===== config.mk =====
export PLATFORM = sky130hd
export DESIGN_NAME = scanout_param_unit
export DESIGN_NICKNAME = d
export VERILOG_FILES = /design/src/rtl/scanout_pkg.sv /design/src/rtl/scanout_decode.sv /design/src/rtl/scanout_change_detect.sv /design/src/rtl/scanout_line_walker.sv /design/src/rtl/scanout_param_unit.sv
export SDC_FILE = /design/constraint.sdc
export NUM_CORES = 1
export LEC_CHECK = 0
export ABC_AREA = 0
export BUFFER_PORTS_ARGS = -buffer_cell sky130_fd_sc_hd__buf_2
export CORE_AREA = 2 2 142 144
export DETAILED_ROUTE_END_ITERATION = 10
export DIE_AREA = 0 0 144 146
export PLACE_DENSITY = 0.81
export REMOVE_ABC_BUFFERS = 1
export SETUP_SLACK_MARGIN = 0.2
export SYNTH_ARGS = -nofsm -noshare
export SYNTH_HDL_FRONTEND = slang
export SYNTH_HIERARCHICAL = 1
export SYNTH_SLANG_ARGS = --single-unit

===== constraint.sdc =====
create_clock -name clk -period 13.46 [get_ports clk]
set_clock_uncertainty 0.2 [all_clocks]
set_input_delay 2.692 -clock clk [delete_from_list [all_inputs] [get_ports clk]]
set_output_delay 2.692 -clock clk [all_outputs]
set_load 0.005 [all_outputs]

===== src/rtl/scanout_pkg.sv =====
package scanout_pkg;

    localparam int WORD_FW   = 10;
    localparam int LINE_FW   = 10;
    localparam int MOD_FW    = 10;
    localparam int LINE_LSB  = WORD_FW;
    localparam int MOD_LSB   = LINE_LSB + LINE_FW;
    localparam int SIZE_W    = MOD_LSB + MOD_FW;
    localparam int HRES_W    = WORD_FW + 2;
    localparam int VRES_W    = LINE_FW + 2;
    localparam int SUM_W     = ((WORD_FW > MOD_FW) ? WORD_FW : MOD_FW) + 1;
    localparam int STRIDE_W  = SUM_W + 2;
    localparam int BORDER_W  = 32;

    typedef enum logic [1:0] {
        PIX_ARGB1555 = 2'd0,
        PIX_RGB565   = 2'd1,
        PIX_RGB888   = 2'd2,
        PIX_ARGB8888 = 2'd3
    } pix_fmt_e;

    typedef struct packed {
        logic                en;
        pix_fmt_e            fmt;
        logic [HRES_W-1:0]   hres;
        logic [VRES_W-1:0]   vres;
        logic [STRIDE_W-1:0] stride;
        logic                blank;
    } scan_geom_t;

    function automatic logic [HRES_W-1:0] pixels_per_line(
        input pix_fmt_e         f,
        input logic [WORD_FW:0] words
    );
        logic [HRES_W:0] quad;
        logic [HRES_W:0] third;
        quad  = {words, 2'b00};
        third = quad / 3;
        case (f)
            PIX_ARGB1555,
            PIX_RGB565:   return {words, 1'b0};
            PIX_RGB888:   return third[HRES_W-1:0];
            default:      return {1'b0, words};
        endcase
    endfunction

    function automatic logic [VRES_W-1:0] field_lines(
        input logic [LINE_FW:0] lines,
        input logic             ilace
    );
        return ilace ? {lines, 1'b0} : {1'b0, lines};
    endfunction

endpackage


===== src/rtl/scanout_decode.sv =====
module scanout_decode
    import scanout_pkg::*;
(
    input  logic [SIZE_W-1:0] size_reg,
    input  logic              disp_enable,
    input  logic [1:0]        pix_format,
    input  logic              video_out,
    input  logic              interlace,
    input  logic              blank_req,
    output scan_geom_t        geom
);
    logic [WORD_FW-1:0] word_f;
    logic [LINE_FW-1:0] line_f;
    logic [MOD_FW-1:0]  mod_f;
    logic [WORD_FW:0]   words;
    logic [LINE_FW:0]   lines;
    logic [SUM_W-1:0]   pitch_words;
    pix_fmt_e           fmt;
    logic               on;

    always_comb begin
        word_f      = size_reg[WORD_FW-1:0];
        line_f      = size_reg[LINE_LSB +: LINE_FW];
        mod_f       = size_reg[MOD_LSB +: MOD_FW];
        words       = {1'b0, word_f} + 1'b1;
        lines       = {1'b0, line_f} + 1'b1;
        // words + (modulo) = (W+1) + (M-1) = W + M
        pitch_words = SUM_W'(word_f) + SUM_W'(mod_f);
        fmt         = pix_fmt_e'(pix_format);
        on          = disp_enable & video_out;

        geom.en     = on;
        geom.fmt    = fmt;
        geom.hres   = on ? pixels_per_line(fmt, words) : '0;
        geom.vres   = on ? field_lines(lines, interlace) : '0;
        geom.stride = {pitch_words, 2'b00};
        geom.blank  = blank_req;
    end
endmodule


===== src/rtl/scanout_change_detect.sv =====
module scanout_change_detect
    import scanout_pkg::*;
(
    input  logic       clk,
    input  logic       rst,
    input  logic       strobe,
    input  scan_geom_t next_geom,
    input  scan_geom_t cur_geom,
    output logic       changed
);
    logic differs;

    always_comb begin
        differs = (next_geom.hres != cur_geom.hres) ||
                  (next_geom.vres != cur_geom.vres) ||
                  (next_geom.fmt  != cur_geom.fmt);
    end

    always_ff @(posedge clk) begin
        if (rst) changed <= 1'b0;
        else     changed <= strobe && next_geom.en && differs;
    end
endmodule


===== src/rtl/scanout_line_walker.sv =====
module scanout_line_walker #(
    parameter int ADDR_W   = 24,
    parameter int STRIDE_W = 13,
    parameter int VRES_W   = 12
) (
    input  logic                clk,
    input  logic                rst,
    input  logic                load,
    input  logic [ADDR_W-1:0]   load_addr,
    input  logic                req,
    input  logic                en,
    input  logic [STRIDE_W-1:0] stride,
    input  logic [VRES_W-1:0]   vres,
    output logic                vld,
    output logic [ADDR_W-1:0]   addr
);
    logic [ADDR_W-1:0] cursor;
    logic [VRES_W-1:0] issued;
    logic              take;

    always_comb begin
        take = req && !load && en && (issued < vres);
    end

    always_ff @(posedge clk) begin
        if (rst) begin
            cursor <= '0;
            issued <= '0;
            addr   <= '0;
            vld    <= 1'b0;
        end else begin
            vld <= take;
            if (load) begin
                cursor <= load_addr;
                issued <= '0;
            end else if (take) begin
                addr   <= cursor;
                cursor <= cursor + ADDR_W'(stride);
                issued <= issued + 1'b1;
            end
        end
    end
endmodule


===== src/rtl/scanout_param_unit.sv =====
module scanout_param_unit
    import scanout_pkg::*;
#(
    parameter int ADDR_W = 24
) (
    input  logic                clk,
    input  logic                rst,
    input  logic                frame_start,
    input  logic                line_req,
    input  logic [SIZE_W-1:0]   size_reg,
    input  logic                disp_enable,
    input  logic [1:0]          pix_format,
    input  logic                video_out,
    input  logic                interlace,
    input  logic                blank_req,
    input  logic [BORDER_W-1:0] border_reg,
    input  logic [ADDR_W-1:0]   base_addr,
    output logic                disp_en,
    output logic [1:0]          color_fmt,
    output logic [HRES_W-1:0]   hres,
    output logic [VRES_W-1:0]   vres,
    output logic [STRIDE_W-1:0] stride_bytes,
    output logic [ADDR_W-1:0]   start_addr,
    output logic                blank,
    output logic [BORDER_W-1:0] border_color,
    output logic                fmt_changed,
    output logic                line_vld,
    output logic [ADDR_W-1:0]   line_addr
);
    scan_geom_t          geom_next;
    scan_geom_t          geom_q;
    logic [ADDR_W-1:0]   start_q;
    logic [BORDER_W-1:0] border_q;

    scanout_decode u_decode (
        .size_reg    (size_reg),
        .disp_enable (disp_enable),
        .pix_format  (pix_format),
        .video_out   (video_out),
        .interlace   (interlace),
        .blank_req   (blank_req),
        .geom        (geom_next)
    );

    always_ff @(posedge clk) begin
        if (rst) begin
            geom_q   <= '0;
            start_q  <= '0;
            border_q <= '0;
        end else if (frame_start) begin
            geom_q   <= geom_next;
            start_q  <= base_addr;
            border_q <= border_reg;
        end
    end

    scanout_change_detect u_change (
        .clk       (clk),
        .rst       (rst),
        .strobe    (frame_start),
        .next_geom (geom_next),
        .cur_geom  (geom_q),
        .changed   (fmt_changed)
    );

    scanout_line_walker #(
        .ADDR_W   (ADDR_W),
        .STRIDE_W (STRIDE_W),
        .VRES_W   (VRES_W)
    ) u_walker (
        .clk       (clk),
        .rst       (rst),
        .load      (frame_start),
        .load_addr (base_addr),
        .req       (line_req),
        .en        (geom_q.en),
        .stride    (geom_q.stride),
        .vres      (geom_q.vres),
        .vld       (line_vld),
        .addr      (line_addr)
    );

    always_comb begin
        disp_en      = geom_q.en;
        color_fmt    = geom_q.fmt;
        hres         = geom_q.hres;
        vres         = geom_q.vres;
        stride_bytes = geom_q.stride;
        blank        = geom_q.blank;
        start_addr   = start_q;
        border_color = border_q;
    end
endmodule


# == After elaboration in Yosys (flattened, before gate mapping) ==
# Cells that the tools add are included.
# word_totals
output_inout_bits,123
ff_bits,157
input_bits,96
elab_cells,46
# classes
reduce_logical,13
order_cmp,1
n_addsub,5
n_bitwise,2
div_mod_pow,1
n_eq_ne,5
n_mux,6
# ops
operator,n
$mux 24,2
$mux 12,3
$div 13x2->32 const B,1
$add 24x13->24,1
$ne 12x12->1,2
$pmux 12 s2,1
$add 10x1->11 const B,2
$add 12x1->12 const B,1
$lt 12x12->1,1
$add 10x10->11,1
$logic_and 1x1->1,5
$reduce_or 2->1,2
$eq 2x1->1 const B,1
$eq 2x2->1 const B,1
$logic_not 2->1,1
$logic_or 1x1->1,2
$ne 2x2->1,1
$reduce_and 2->1,1
$reduce_bool 2->1,1
$and 1x1->1,1
$logic_not 1->1,1
$not 1->1,1

# == Longest topological paths before layout ==
# Gate-level depths: netlist (run 1).
# depth
ltp_word,8
depth_mapped,41
mapped_depth_nobuf,37

# == By module ==
# Netlist (run 1), hierarchy kept.
# modules_own_cells
mod,n_inst,seq_area_each_um2,cells_each,area_per_inst_um2
scanout_decode,1,0.0,581,3814.9
scanout_param_unit,1,1941.9,313,3435.8
scanout_line_walker,1,1221.2,425,3412.0
scanout_change_detect,1,20.0,38,311.5

# == Worst setup path after synthesis (run 1) ==
# No wires, ideal clock.
# synth_timing
path_kind,input port to flip-flop
startpoint,in size_reg[3]
endpoint,reg u_change.changed
path_stages,38
setup_ps,128
n_path_buf,2
arrival_ps,10806
required_time_ps,13132
path_slack_ps,2326
path_cell_list,buf_4 > nand4_2 > clkbuf_1 > nor2_1 > and3_1 > xor2_1 > a21boi_0 > ha_1 > nor2b_1 > a2111oi_1 > o22ai_2 > mux2i_1 > nand4b_2 > mux2_4 > a21o_1 > a31o_1 > mux2_2 > or4_4 > (+2 left out) > a21oi_2 > o22ai_1 > a2111o_1 > xnor2_1 > ha_1 > a31oi_1 > o2111ai_2 > nor2_2 > mux2i_1 > ha_1 > nand2_1 > nor3b_1 > nor2b_1 > o32ai_1 > xnor2_1 > nand4_1 > nor4_1 > a211oi_1
# synth_rtl
element,line_no,rtl
from (decl),scanout_param_unit.sv:10,"input logic [SIZE_W-1:0] size_reg,"
to (signal assigned),scanout_change_detect.sv:21,else changed <= strobe && next_geom.en && differs;
to (decl),scanout_change_detect.sv:9,output logic changed

==> results of run 1 <==
==> per-stage QoR <==
step | cells | instance area (sq um) | util (%) | setup slack [ns] | power, mW
floorplan | 1279 | 10530 | - | 2.245 | 0.8095
global placement | 1769 | 12020 | 62.18 | 0.9166 | 0.9306
detailed placement | 1769 | 12020 | 62.18 | 0.5952 | 0.9366
CTS | 1801 | 12620 | 65.29 | 0.9984 | 1.420
global route | 1802 | 12630 | 65.33 | 0.3367 | 1.488
finish | 1803 | 12630 | 65.34 | 0.9807 | 1.422
==> logic make-up (layout without fill, tap and decap cells) <==
| logic type | after synthesis | after routing |
|---|---|---|
| AOI/OAI and AO/OA | 325 | 325 |
| xor gates and xnor gates | 78 | 78 |
| adders and majority gates | 45 | 45 |
| buffers and inverters | 123 | 301 |
| DFF | 159 | 159 |
| muxes | 120 | 120 |
| other | 1 | 4 |
| and+or+nand+nor | 506 | 506 |
==> flip-flops by register name (all words and copies together), names as in the netlist <==
signal            cells
blank                 1
start_addr           24
border_color         32
u_change/changed      1
u_walker/issued      12
u_walker/addr        24
u_walker/cursor      24
color_fmt             2
vres                 12
disp_en               1
hres                 12
u_walker/vld          1
stride_bytes         13
==> cell type report <==
cell class | count | area, sq um | area share, %
Timing Repair Buffer | 225 | 1152 | 9.122
Clock buffer | 18 | 439.2 | 3.476
Clock inverter | 14 | 162.7 | 1.288
Antenna cell | 2 | 5.005 | 0.03962
Sequential cell | 159 | 3183 | 25.20
Inverter | 44 | 165.2 | 1.307
Multi-Input combinational cell | 1076 | 7194 | 56.95
Tap cell | 265 | 331.6 | 2.625
==> layer usage <==
metal  vias to the layer above  global-route usage, %  wire [um]
li1                       5232                      -          -
met1                      5102                  38.26      13740
met2                       467                  47.98      14800
met3                        57                  5.462       2420
met4                         0                  10.34        768
met5                         -                      0          0
==> placed cells by master (no fill, tap or decap), drive strengths merged, types with 6 or more instances in the layout <==
cell type,count
a211o,6
a211oi,20
a21o,11
a21oi,82
a222oi,8
a22oi,6
a31oi,19
and2,20
and3,16
and4,8
buf,225
clkbuf,18
clkinv,7
dfxtp,159
ha,43
inv,51
mux2,10
mux2i,110
nand2,134
nand2b,10
nand3,42
nand4,21
nor2,182
nor2b,7
nor3,20
o211ai,18
o21ai,60
o21bai,7
o22ai,12
o31ai,8
or2,11
or3,15
or4,6
xnor2,57
xor2,21
==> path summary, 6_finish.rpt <==
| check | to | slack, ns | from |
|---|---|---|---|
| worst min-delay path | u_walker/addr[9] | 0.25 | u_walker/addr[9] |
| worst min register to register | u_walker/addr[9] | 0.25 | u_walker/addr[9] |
| worst max-delay path | u_change/changed | 0.98 | size_reg[0] |
| worst max register to register | u_walker/cursor[20] | 10.27 | vres[2] |
==> Yosys cell counts (7+ instances only) <==
library cell,instances
a211oi_1,17
a21o_1,11
a21oi_1,81
a222oi_1,8
a31oi_1,16
and2_1,18
and3_1,15
and4_1,7
buf_2,16
buf_4,20
clkbuf_1,33
dfxtp_1,159
ha_1,43
inv_1,43
mux2_2,9
mux2i_1,110
nand2_1,134
nand2b_1,10
nand3_1,40
nand4_1,20
nor2_1,181
nor2b_1,7
nor3_1,19
o211ai_1,18
o21ai_0,50
o22ai_1,11
o31ai_1,8
or2_2,10
or3_1,15
xnor2_1,57
xor2_1,21
==> worst max-delay path, delay by kind of cell <==
kind | cells | cell delay (ns)
XOR/XNOR | 2 | 0.40
adder cells (fa/ha/maj) | 4 | 1.32
AND/OR/NAND/NOR | 13 | 3.12
buffers and inverters | 1 | 0.36
AO/OA/AOI/OAI | 14 | 3.29
multiplexers | 4 | 1.35
==> power breakdown <==
group | leakage [nW] | internal (mW) | switching [mW] | total (mW)
Combinational | 3.99 | 0.174 | 0.258 | 0.433
Sequential | 1.30 | 0.491 | 0.0164 | 0.507
Clock | 0.294 | 0.255 | 0.227 | 0.482
==> out/results.tsv, run 1 <==
metric	value	unit
initial antenna violation count	1	
TritonCTS clock tree	yes	
Routability Congestion	0.9662	
Max Freq	80.13	MHz
Vias per Instance	6.022	
htree depth	4	
first-pass GRT wire length	50360	um
run status	complete, no violations	
Post-synth ARST share	0	%
# Post-CTS Setup Buffers	0	
hpwl dp	23220	um
Synthesis Warnings	6	
adder-cell share of the synthesized area	5.267	%
PwrDens	112.6	nW/um^2
Synth Area per Inst	8.087	sq um
most common flop cell mapped by yosys	dfxtp_1	
Final Routed Wirelength	31730	um
Yosys reg bits	159	
Static Leak	5.582	nW
DRC	0	
period utilisation layout	92.71	%
slowest cell on the critical path	ha_1	
antenna viol nets, final	0	
largest family of logic cells by synthesized area	simple AND/OR/NAND/NOR gates	
maxcap violations	0	
crit path launch type	input port	
max-slew violation count	0	
count of different cell masters after synthesis	100	
vias in the first global route	10180	
Layout Nets	1664	
GRT Resource Usage Total	29.22	%
Max clock buf depth	2	
slowest stage delay, CP	0.56	ns
Post-CTS Resized	0	
wire per inst	17.60	um
Die H	146	um
row count	51	
Tmin final	12.48	ns
Tightest Pin Transition	0.8930	ns
worst hold path depth	2	
CP endpoint kind	register	
Synth area leaders	dfxtp_1, mux2i_1, nor2_1	
Hold Fails Final Rpt	0	
xor and xnor area share after synthesis	6.225	%
initial core utilization	56.76	%
Filler cells	1605	
CP arrival	12.55	ns
drt pass-1 iters	5	
Yosys top cell area share	29.00	%
Post-Syn Instances	1357	
die width	144	um
gr ovfl total	0	
clock-pin slew on the worst setup and hold paths	0.07	ns
final setup vio count	0	
via count	10860	
Clock Tree Root	clkbuf_16	
Worst Path Required	13.53	ns
FF-to-FF path depth	10	
port bufs	218	
core area	19330	sq um
post-synthesis simple-gate area fraction	21.76	%
worst min path class	register to register	
Post-synth EDFFs	0	
Mapped Area	10970	sq um
Worst-Skew Late Latency	0.42	ns
share of cells above drive strength 1	20.77	%
total CTS buffers	17	
most used cell, CP	ha_1	
DRT iter0 DRCs	863	
total negative slack	0	ns
worst slew margin relative to its limit	40.46	%
Worst Path Max Fanout	21	
Crit Path Class	input port to register	
largest net degree at the start of global routing	86	
CTS hold repair buffers	0	
Area Overhead vs Synth	15.12	%
Peak supply drop	0.1004	mV
hold_ws	0.2519	ns
die area	21020	sq um
mux share of post-synthesis cell area	11.09	%
# clock sinks	159	
leading area contributor after synthesis	dfxtp_1	
register area share after synthesis	29.00	%
RSZ-0062 raised after global routing	false	
Top Ports	219	
Synth Area in Compound Gates	20.99	%
Power figures use the tool's default switching activity.
==> run 2: changes to the inputs <==
--- a/config.mk
+++ b/config.mk
@@ -7,13 +7,11 @@
 export LEC_CHECK = 0
 export ABC_AREA = 0
 export BUFFER_PORTS_ARGS = -buffer_cell sky130_fd_sc_hd__buf_2
-export CORE_AREA = 2 2 142 144
+export CORE_AREA = 2 2 139 141
 export DETAILED_ROUTE_END_ITERATION = 10
-export DIE_AREA = 0 0 144 146
+export DIE_AREA = 0 0 141 143
 export PLACE_DENSITY = 0.81
-export REMOVE_ABC_BUFFERS = 1
 export SETUP_SLACK_MARGIN = 0.2
 export SYNTH_ARGS = -nofsm -noshare
 export SYNTH_HDL_FRONTEND = slang
-export SYNTH_HIERARCHICAL = 1
 export SYNTH_SLANG_ARGS = --single-unit
==> constraint.sdc (replaced) <==
create_clock -name clk -period 13.46 [get_ports clk]
set_clock_uncertainty 0.2 [all_clocks]
set_input_delay 1.346 -clock clk [delete_from_list [all_inputs] [get_ports clk]]
set_output_delay 1.346 -clock clk [all_outputs]
set_load 0.005 [all_outputs]
==> run 2 against run 1 <==
  * Final area is 4.3% lower
  * Global-route usage is 0.41 points lower
  * Count of clock-buffer cells in the layout is 1 lower
  * Synthesized area is 5.7% lower
  * Non-clock buffer count is 5 lower
  * Final cell count is 7.0% lower
  * Clock power is 1% higher
  * Highest routed layer unchanged
==> out/results.tsv, run 2 <==
metric	value	unit	change
drt pass-1 iters	7		was 5
share of cells above drive strength 1	20.94	%	was 20.77%
max-slew violation count	0		unchanged
via count	9860		was 10.86k
register area share after synthesis	30.39	%	was 29.00%
Synth Area per Inst	8.216	sq um	was 8.087 sq um
total CTS buffers	17		unchanged
port bufs	216		was 218
worst min path class	register to register		unchanged
crit path launch type	input port		unchanged
CP Launch Point	size_reg[0]		unchanged
Mapped Area	10340	sq um	was 10970 sq um
hpwl dp	21820	um	was 23220 um
initial antenna violation count	1		unchanged
reg-to-reg critical path startpoint	vres[1]		was vres[2]
largest net degree at the start of global routing	83		was 86
RSZ-0062 raised after global routing	false		unchanged
Worst-Skew Late Latency	0.44	ns	was 0.42 ns
most common flop cell mapped by yosys	dfxtp_1		unchanged
count of different cell masters after synthesis	93		was 100
antenna viol nets, final	0		unchanged
die area	20160	sq um	was 21020 sq um
hold_ws	0.2789	ns	was 0.2519 ns
Die H	143	um	was 146 um
wire per inst	17.74	um	was 17.60 um
final setup vio count	0		unchanged
Final WS setup	3.174	ns	was 0.9807 ns
clock-pin slew on the worst setup and hold paths	0.07	ns	about the same
CP endpoint	hres[0]		was u_change/changed
CP arrival	10.37	ns	was 12.55 ns
Post-synth EDFFs	0		unchanged
first-pass GRT wire length	46890	um	was 50360 um
Layout Nets	1568		was 1664
Critical R2R Capture	u_walker.cursor[22]		was u_walker/cursor[20]
Flop pwr share	35.3	%	was 35.7%
Post-Syn Instances	1259		was 1357
fin util	65.04	%	was 65.34%
row count	50		was 51
Internal	0.9223	mW	was 0.9204 mW
FF-to-FF path depth	26		was 10
DRC	0		unchanged
maxcap violations	0		unchanged
TritonCTS clock tree	yes		unchanged
Peak supply drop	0.1021	mV	was 0.1004 mV
slowest stage delay, CP	0.50	ns	was 0.56 ns
total negative slack	0	ns	unchanged
CTS hold repair buffers	0		unchanged
htree depth	4		unchanged
Clock Tree Root	clkbuf_16		unchanged
max reg flops	32		unchanged
most common cell in the netlist	nor2_1		unchanged
Final Routed Wirelength	29740	um	was 31730 um
Post-CTS Resized	0		unchanged
gr ovfl total	0		unchanged
leading area contributor after synthesis	dfxtp_1		unchanged
DRT iter0 DRCs	662		was 863
core area	18580	sq um	was 19330 sq um
Gate power share	30.2	%	was 30.4%
commonest non-fill, non-tap cells in the layout	buf_2, nor2_1, dfxtp_1		unchanged
Worst Path Max Fanout	20		was 21
initial core utilization	55.67	%	was 56.76%
most common cell after layout, fill and taps aside	buf_2		unchanged
Routability Congestion	0.9327		was 0.9662
Area Overhead vs Synth	16.84	%	was 15.12%
Hold Fails Final Rpt	0		unchanged
R2R setup slack	8.31	ns	was 10.27 ns
commonest cells in the netlist	nor2_1, dfxtp_1, mux2i_1		was nor2_1, dfxtp_1, nand2_1
sw power	0.4952	mW	was 0.5019 mW
Tmin final	10.29	ns	was 12.48 ns
Static Leak	5.316	nW	was 5.582 nW
period utilisation layout	76.42	%	was 92.71%
Tightest Pin Transition	1.134	ns	was 0.8930 ns
Synthesis Warnings	0		was 6
worst slew margin relative to its limit	24.12	%	was 40.46%
Worst Path Required	13.55	ns	was 13.53 ns
Crit Path Class	input port to register		unchanged
Yosys top cell area share	30.39	%	was 29.00%
Vias per Instance	5.880		was 6.022
Synth area leaders	dfxtp_1, mux2i_1, nor2_1		unchanged
Max Freq	97.22	MHz	was 80.13 MHz
die width	141	um	was 144 um
sw frac	34.94	%	was 35.29%
Top Ports	219		unchanged
CP endpoint kind	register		unchanged
# Post-CTS Setup Buffers	0		unchanged
slowest cell on the critical path	nor3_1		was ha_1
run status	complete, no violations		unchanged
pre-CTS setup slack	2.772	ns	was 0.5952 ns
most used cell, CP	a21oi_1		was ha_1
total power	1.418	mW	was 1.422 mW
PwrDens	117.3	nW/um^2	was 112.6 nW/um^2
Clk network pwr share	34.4	%	was 33.9%
GRT Resource Usage Total	28.82	%	was 29.22%
Yosys reg bits	157		was 159
Post-synth ARST share	0	%	unchanged
Max clock buf depth	2		unchanged
# clock sinks	157		was 159
vias in the first global route	9291		was 10.18k
-- run 2: worst min-delay path by stage --
stage                              end               start  slack, ns  cells after the start
floorplan           u_walker.cursor[1]  u_walker.cursor[1]       0.25                      2
global placement         start_addr[0]       start_addr[0]       0.26                      2
finish              u_walker.cursor[1]  u_walker.cursor[1]       0.28                      2
global route             start_addr[9]       start_addr[9]       0.30                      2
CTS                     start_addr[14]      start_addr[14]       0.28                      2
detailed placement      start_addr[14]      start_addr[14]       0.26                      2
-- run 2: final cells by class --
type / instances / area (sq um)
antenna: 1 / 2.502
multi-input combinational: 1002 / 6804
tap: 234 / 292.8
clock inverter: 15 / 181.4
timing repair buffer: 220 / 1120
clock buffer: 17 / 425.4
fill: 1583 / 6495
sequential: 157 / 3143
inverter: 31 / 116.4
-- run 2: power groups by stage --
stage / combinational [mW] / sequential, mW / clock (mW)
floorplan: 0.319 / 0.509 / 0
detailed placement: 0.420 / 0.511 / 0
global route: 0.470 / 0.503 / 0.514
global placement: 0.414 / 0.510 / 0
finish: 0.429 / 0.501 / 0.488
CTS: 0.423 / 0.500 / 0.495
-- run 2: worst max-delay path: cells and delay by family --
kind / cells / cell delay [ns]
AOI/OAI and AO/OA: 20 / 5.15
and+or+nand+nor: 8 / 2.51
adders and majority gates: 3 / 0.98
buffers and inverters: 1 / 0.20
xor gates and xnor gates: 1 / 0.16
-- run 2: kinds of logic after synthesis --
group	after synthesis	synth area share (%)
and+or+nand+nor	469	22.08
xor gates and xnor gates	95	8.117
buffers and inverters	101	4.016
DFF	157	30.39
adders and majority gates	43	5.347
other	1	0.03625
AOI/OAI and AO/OA	281	18.88
muxes	112	11.14
-- run 2: routing by layer --
metal  track usage, %  vias up  part of all wire, %
met5                0        -                    0
met4            10.68        0                  2.6
met3            6.841       53                  6.3
met2            49.35      350                   49
met1            35.38     4644                   42
li1                 -     4813                    -
-- run 2: stage by stage --
stage / instances / area [sq um]
3_3_place_gp: 1644 / 11480
5_1_grt: 1676 / 12080
2_1_floorplan: 1260 / 10350
6_report: 1677 / 12090
3_5_place_dp: 1644 / 11480
4_1_cts: 1676 / 12080
